===== config.mk =====
export PLATFORM = sky130hd
export DESIGN_NAME = pwm_timer8
export DESIGN_NICKNAME = d
export VERILOG_FILES = /design/src/rtl/pwm_timer8.sv
export SDC_FILE = /design/constraint.sdc
export NUM_CORES = 1
export LEC_CHECK = 0
export ABC_CLOCK_PERIOD_IN_PS = 3200
export CELL_PAD_IN_SITES_DETAIL_PLACEMENT = 0
export CELL_PAD_IN_SITES_GLOBAL_PLACEMENT = 1
export CORE_UTILIZATION = 35
export CTS_CLUSTER_DIAMETER = 40
export DETAILED_ROUTE_END_ITERATION = 7
export HOLD_SLACK_MARGIN = 0.12
export PLACE_DENSITY_LB_ADDON = 0.15
export SYNTH_ARGS = -nofsm -noshare
export SYNTH_HDL_FRONTEND = slang
export SYNTH_SLANG_ARGS = --single-unit

===== constraint.sdc =====
create_clock -name clk -period 3.2 [get_ports clk]
set_input_delay 0.96 -clock clk [delete_from_list [all_inputs] [get_ports clk]]
set_output_delay 0.96 -clock clk [all_outputs]
set_load 0.03 [all_outputs]

===== src/rtl/pwm_timer8.sv =====
module pwm_timer8 (
  input  logic       clk,
  input  logic       rst_n,
  input  logic       cnt_en,
  input  logic       reg_we,
  input  logic [1:0] reg_addr,
  input  logic [7:0] reg_wdata,
  output logic [7:0] reg_rdata,
  output logic       wave_out,
  output logic       pin_ovr,
  output logic       ovf_flag,
  output logic       cmp_flag
);

  localparam logic [1:0] MD_NORM = 2'b00;
  localparam logic [1:0] MD_PC   = 2'b01;
  localparam logic [1:0] MD_CTC  = 2'b10;
  localparam logic [1:0] MD_FAST = 2'b11;
  localparam logic [7:0] MAXV    = 8'hFF;

  logic [7:0] ctl, ocr_buf, ocr_act, cnt, cnt_nx;
  logic       dn, blk, out_q, out_nx;

  wire [1:0] mode   = {ctl[3], ctl[6]};
  wire [1:0] com    = ctl[5:4];
  wire       pwm    = ctl[6];
  wire       tick   = cnt_en && (ctl[2:0] != 3'd0);
  wire       wr_ctl = reg_we && (reg_addr == 2'd0);
  wire       wr_ocr = reg_we && (reg_addr == 2'd1);
  wire       wr_cnt = reg_we && (reg_addr == 2'd2);
  wire       wr_flg = reg_we && (reg_addr == 2'd3);
  wire [7:0] ocr_eff = pwm ? ocr_act : ocr_buf;
  wire       at_max  = (cnt == MAXV);
  wire       at_bot  = (cnt == 8'h00);
  wire       match   = tick && !blk && (cnt == ocr_eff);
  wire       turn_dn = (mode == MD_PC) && !dn && at_max;
  wire       turn_up = (mode == MD_PC) && dn && at_bot;
  wire       ovf_evt = tick && ((mode == MD_PC) ? turn_up : at_max);
  wire       wrap    = tick && (mode == MD_FAST) && at_max;
  wire       force_ok = wr_ctl && reg_wdata[7] && !reg_wdata[6];

  always_comb begin
    case (mode)
      MD_PC:   cnt_nx = dn ? (at_bot ? 8'h01 : cnt - 8'h01)
                           : (at_max ? 8'hFE : cnt + 8'h01);
      MD_CTC:  cnt_nx = match ? 8'h00 : cnt + 8'h01;
      default: cnt_nx = cnt + 8'h01;
    endcase
  end

  always_comb begin
    out_nx = out_q;
    if (force_ok) begin
      case (reg_wdata[5:4])
        2'b01:   out_nx = ~out_q;
        2'b10:   out_nx = 1'b0;
        2'b11:   out_nx = 1'b1;
        default: out_nx = out_q;
      endcase
    end else if (tick) begin
      case (mode)
        MD_NORM, MD_CTC: begin
          if (match) begin
            case (com)
              2'b01:   out_nx = ~out_q;
              2'b10:   out_nx = 1'b0;
              2'b11:   out_nx = 1'b1;
              default: out_nx = out_q;
            endcase
          end
        end
        MD_FAST: begin
          if (match && com[1]) out_nx = com[0];
          if (at_max && com[1]) out_nx = ~com[0];
        end
        default: begin
          if (match && com[1]) out_nx = dn ? ~com[0] : com[0];
        end
      endcase
    end
  end

  always_ff @(posedge clk) begin
    if (!rst_n) begin
      ctl      <= 8'h00;
      ocr_buf  <= 8'h00;
      ocr_act  <= 8'h00;
      cnt      <= 8'h00;
      dn       <= 1'b0;
      blk      <= 1'b0;
      out_q    <= 1'b0;
      ovf_flag <= 1'b0;
      cmp_flag <= 1'b0;
    end else begin
      if (wr_ctl) ctl <= {1'b0, reg_wdata[6:0]};
      if (wr_ocr) ocr_buf <= reg_wdata;
      if (!pwm || wrap || (tick && turn_dn)) ocr_act <= ocr_buf;

      if (wr_cnt) cnt <= reg_wdata;
      else if (tick) cnt <= cnt_nx;

      if (wr_cnt) blk <= 1'b1;
      else if (tick) blk <= 1'b0;

      if (mode != MD_PC) dn <= 1'b0;
      else if (tick && !wr_cnt) begin
        if (turn_dn) dn <= 1'b1;
        else if (turn_up) dn <= 1'b0;
      end

      out_q <= out_nx;

      if (ovf_evt) ovf_flag <= 1'b1;
      else if (wr_flg && reg_wdata[0]) ovf_flag <= 1'b0;
      if (match) cmp_flag <= 1'b1;
      else if (wr_flg && reg_wdata[1]) cmp_flag <= 1'b0;
    end
  end

  always_comb begin
    case (reg_addr)
      2'd0:    reg_rdata = ctl;
      2'd1:    reg_rdata = ocr_buf;
      2'd2:    reg_rdata = cnt;
      default: reg_rdata = {6'b0, cmp_flag, ovf_flag};
    endcase
  end

  assign wave_out = out_q;
  assign pin_ovr  = (com != 2'b00);

endmodule


==> Word level (Yosys, flattened, before mapping) <==
Cells that the tools add are included.
{ "totals": {"regBits": 36, "in_bits": 14, "output_inout_bits": 12, "word_cells": 105} }
{ "op_classes": {"add_sub_neg": 2, "eq_ne": 19, "muxes": 28, "n_bitwise": 3, "n_reduce_logical": 44} }
{ "ops": {"columns": ["operator", "n"], "rows": [
  ["8-bit 2-to-1 mux", 7],
  ["8-bit one-hot mux with 3 select lines", 1],
  ["1-bit logical AND", 22],
  ["2-bit equality test, second input constant", 8],
  ["1-bit 2-to-1 mux", 16],
  ["8-bit one-hot mux with 2 select lines", 1],
  ["2-bit nonzero test", 6],
  ["8-bit by 1-bit adder with 8-bit output, second input constant", 1],
  ["2-bit by 1-bit equality test with 1-bit output, second input constant", 4],
  ["8-bit equality test", 1],
  ["8-bit equality test, second input constant", 1],
  ["8-bit zero test", 1],
  ["8-bit by 1-bit subtractor with 8-bit output, second input constant", 1],
  ["1-bit one-hot mux with 3 select lines", 2],
  ["6-bit AND reduction", 1],
  ["1-bit zero test", 5],
  ["5-bit by 2-bit inequality test with 1-bit output, second input constant", 1],
  ["2-bit zero test", 2],
  ["4-bit by 1-bit inequality test with 1-bit output, second input constant", 1],
  ["4-bit by 2-bit inequality test with 1-bit output, second input constant", 1],
  ["4-bit nonzero test", 1],
  ["2-bit OR reduction", 2],
  ["3-bit inequality test, second input constant", 1],
  ["1-bit NOT", 3],
  ["5 further kinds", 6]
]} }

==> Depth between registers and ports, before layout <==
{ "depth": {"word_depth": 10, "depth_mapped": 9, "mapped_depth_nobuf": 8} }

==> Worst setup path before layout <==
Ideal clock, no wire load.
{ "synth_path": {"path_type": "input to output", "start": "input reg_addr[0]", "end": "output reg_rdata[2]", "t_arrival_ps": 2124, "t_required_ps": 2240, "slack_ps": 116, "stages": 3, "path_buffers": 1, "path_cell_list": "buf_1 > mux2i_1 > o21ai_0"} }
{ "synth_via": {"elab_chain_cells": 2, "word_cells_on_any_way": 4, "classes_between": "2 x eq/ne; 1 x mux; 1 x reduce/logical"} }
{ "synth_lines": {"columns": ["element", "line", "source"], "rows": [
  ["start: declaration", "6", "input logic [1:0] reg_addr,"],
  ["2-bit equality test (tied with other cells)", "121", "case (reg_addr)"],
  ["8-bit one-hot mux with 3 select lines *", "121", null],
  ["end: declaration", "8", "output logic [7:0] reg_rdata,"]
]} }
Mark *: on every way between the ends. The rest lies on a longest branch, timed or not.

==> Worst setup path in the final report <==
Same ends and word-level chain as after synthesis.

==> flow_metrics.env <==
export IMPL_routed_wl_um=7620
export IMPL_critPathTopFamily="buffers and inverters"
export IMPL_diodes=0
export IMPL_vias=2359
export IMPL_critPathKind="input pin to output pin"
export IMPL_firstDrtPassIters=4
export IMPL_synthSimpleGateAreaFrac=0.246
export IMPL_p_leak_nw=1.13
export IMPL_wire_per_inst_um=17.1
export IMPL_portBuffers=25
export IMPL_timing_slew_headroom=0.567
export IMPL_synth_compound_area_share=0.178
export IMPL_cts_sinks=36
export IMPL_path_buf_inv=4
export IMPL_hold_buffers=0
export IMPL_cp_max_fo=10
export IMPL_wl_met3_um=178
export IMPL_clockBufferDepth=2
export IMPL_yosysUniqueCellTypes=54
export IMPL_fmax_ghz=0.319
export IMPL_ys_warn_count=0
export IMPL_post_cts_setup_buffers=0
export IMPL_crit_required_ns=2.24
export IMPL_syn_to_final_growth_pct=17.5
export IMPL_synthAdderAreaFrac=0.0342
export IMPL_synthMuxAreaShare=0.128
export IMPL_syn_area_um2=2560
export IMPL_placedInstanceArea_um2=2910
export IMPL_synth_edf_count=0
export IMPL_async_reset_ff_frac=0
export IMPL_io_pins=26
export IMPL_crit_slowest_cell="dlygate4sd2_1"
export IMPL_worstSkewPairLatency_ns=0.29
export IMPL_num_rows=30
export IMPL_drcViolationCount=0
export IMPL_design_core_area_um2=6940
export IMPL_slowest_delay_ns=0.30
export IMPL_finalSetupViolCount=0
export IMPL_synth_top_family_by_area="simple AND/OR/NAND/NOR gates"
export IMPL_grt_usage=0.214
export IMPL_antenna_found_initial=0
export IMPL_place_gp_congestion=0.847
export IMPL_peakVddDrop_v=0.000176
export IMPL_outcome="complete, no violations"
export IMPL_cts_buffers=5
export IMPL_crit_top_cell="buf_4"
export IMPL_rrSetupSlack_ns=0.64
export IMPL_chipWidth_um=87.6
export IMPL_initialDrtViolationCount=87
export IMPL_layout_nets=369
export IMPL_synth_xor_area_frac=0.0615
export IMPL_fillers=730
export IMPL_die_y_um=87.6
export IMPL_grt_pass1_wl_um=12200
export IMPL_drive_gt1_frac=0.132
export IMPL_initial_utilization=0.369
export IMPL_fin_crit_sh=0.981
export IMPL_syn_avg_cell_area_um2=8.03
export IMPL_hp_class="flop to flop"
export IMPL_drtAntennaViolNets=0
export IMPL_fin_skew_ns=0.00579
export IMPL_routed_via_density=5.30
export IMPL_min_period_ns=3.14
export IMPL_crit_chain="dlygate4sd2_1, buf_4, nor2b_1, buf_4, nand2_1, o21ai_0, buf_4"
export IMPL_wl_met1_um=3660
export IMPL_hpwlAfterDp_um=5790
export IMPL_rsz0062_at_grt="false"
export IMPL_gr_total_overflow=0
export IMPL_cts_resized=6
export IMPL_cts_tree="yes"
export IMPL_route_met2_wl_um=3650
export IMPL_worst_setup_path_end_kind="output pin"
export IMPL_grt_pass1_vias=2311
export IMPL_syn_nets=340
export IMPL_drv_slew=0
export IMPL_grt_max_degree=29
export IMPL_final_hold_viol_count=0
export IMPL_final_area_um2=3010
export IMPL_cts_htree_levels=2
export IMPL_die_area_um2=7670
export IMPL_drv_cap=0
export IMPL_startpoint_type="input pin"
export IMPL_ys_flop_type="dfxtp_1"
export IMPL_p_total_w=0.00111
export IMPL_dr_max_layer_used="met4"
export IMPL_cp_arrival_ns=2.18
export IMPL_root_buffer="clkbuf_8"
export IMPL_synthCells=319
export IMPL_power_density_nw_per_um2=370
export IMPL_ys_ff_latch=36
export IMPL_ys_seq_area_frac=0.281
export IMPL_worst_pin_slew_ns=0.648
export IMPL_path_clk_slew_ns=0.08
through the flow:
stage           util  hold slack (ns)  worst slack [ns]  TNS [ns]  instances
2_1_floorplan      -            0.458             0.116         0        319
6_report       0.434            0.489            0.0622         0        445
5_1_grt        0.434            0.520           0.00745         0        445
3_5_place_dp   0.418            0.476            -0.481     -2.31        437
4_1_cts        0.434            0.489            0.0443         0        445
3_3_place_gp   0.418            0.475            -0.476     -2.31        437
synth_stat cells (all sizes together) (2+ instances only):
| cell type | n | area share |
|---|---|---|
| dfxtp | 36 | 0.28 |
| nor2 | 35 | 0.051 |
| nand2 | 30 | 0.044 |
| a21oi | 26 | 0.051 |
| mux2i | 26 | 0.10 |
| o21ai | 20 | 0.039 |
| nand3 | 19 | 0.037 |
| clkbuf | 14 | 0.036 |
| xnor2 | 13 | 0.044 |
| inv | 9 | 0.013 |
| nor3 | 8 | 0.016 |
| buf | 7 | 0.021 |
| ha | 7 | 0.034 |
| and2 | 6 | 0.015 |
| and3 | 6 | 0.015 |
| a31oi | 5 | 0.012 |
| xor2 | 5 | 0.017 |
| nand4 | 3 | 0.013 |
| nor2b | 3 | 0.0073 |
| nor3b | 3 | 0.0088 |
| o211ai | 3 | 0.0088 |
| o31ai | 3 | 0.014 |
| a211oi | 2 | 0.0059 |
| a21boi | 2 | 0.0059 |
| mux2 | 2 | 0.0088 |
| mux4 | 2 | 0.018 |
| nand2b | 2 | 0.0059 |
| nor4 | 2 | 0.0073 |
| o2111ai | 2 | 0.0068 |
| o32a | 2 | 0.0078 |
| or2 | 2 | 0.0059 |
| or4 | 2 | 0.0059 |
kinds of logic after synthesis:
family,Yosys count
simple gates,125
compound gates,73
flops,36
buf+inv,30
mux,30
xor+xnor,18
fa+ha+maj,7
path summary, 6_finish.rpt:
kind,startpoint,to,cells after the start
worst max-delay path,reg_addr[0],reg_rdata[2],7
worst min-delay path,ocr_buf[7],ocr_buf[7],2
worst max register to register,ctl[6],cnt[4],6
worst min register to register,ocr_buf[7],ocr_buf[7],2
final cells by class:
type                       count  area (µm²)  share of cell area
clock inverter                 2        35.0              0.0116
tap                           96         120              0.0399
timing repair buffer          43         368               0.122
inverter                       9        33.8              0.0112
multi-input combinational    253        1660               0.552
sequential                    36         721               0.239
clock buffer                   6        72.6              0.0241
placed cells by master (no fill, tap or decap), types with 3 or more instances in the layout:
cell | synthesis | final
o21ai_0 | 20 | 20
a21oi_1 | 26 | 26
nor3_1 | 8 | 8
clkdlybuf4s50_1 | 0 | 15
and3_1 | 5 | 5
xnor2_1 | 13 | 13
nand3_1 | 19 | 19
ha_1 | 7 | 7
xor2_1 | 5 | 5
clkbuf_8 | 4 | 5
mux2i_1 | 26 | 26
dlygate4sd2_1 | 0 | 3
inv_1 | 9 | 9
nor2b_1 | 3 | 3
buf_4 | 1 | 24
nand2_1 | 30 | 30
dfxtp_1 | 36 | 36
nor3b_1 | 3 | 3
nor2_1 | 35 | 35
and2_1 | 6 | 6
a31oi_1 | 5 | 5
o211ai_1 | 3 | 3
where the power goes:
group	internal [W]	switching [W]	leakage, nW	total, W
registers	0.000462	0.0000254	0.292	0.000487
clock network	0.000232	0.000176	0.0552	0.000408
logic	0.0000991	0.000121	0.786	0.000220
total	0.000792	0.000322	1.13	0.00111
sequential cells by signal, summed over array words and instances (netlist names):
signal and cells:
blk 1, cmp_flag 1, cnt 8, ctl 7
dn 1, ocr_act 8, ocr_buf 8, ovf_flag 1
wave_out 1
metal layers:
metal  global-route usage  vias up
li1                     -     1193
met3               0.0330        9
met2                0.361       39
met5                    0        -
met1                0.282     1118
met4               0.0611        0
worst register-to-register path: stages, from the launching register on:
cell	delay, ns
dfxtp_1	0.74
inv_1	0.17
ha_1	0.55
inv_1	0.21
and2_1	0.19
or4_1	0.50
a31oi_1	0.13
Note: power is estimated with default switching activity, not from simulation.
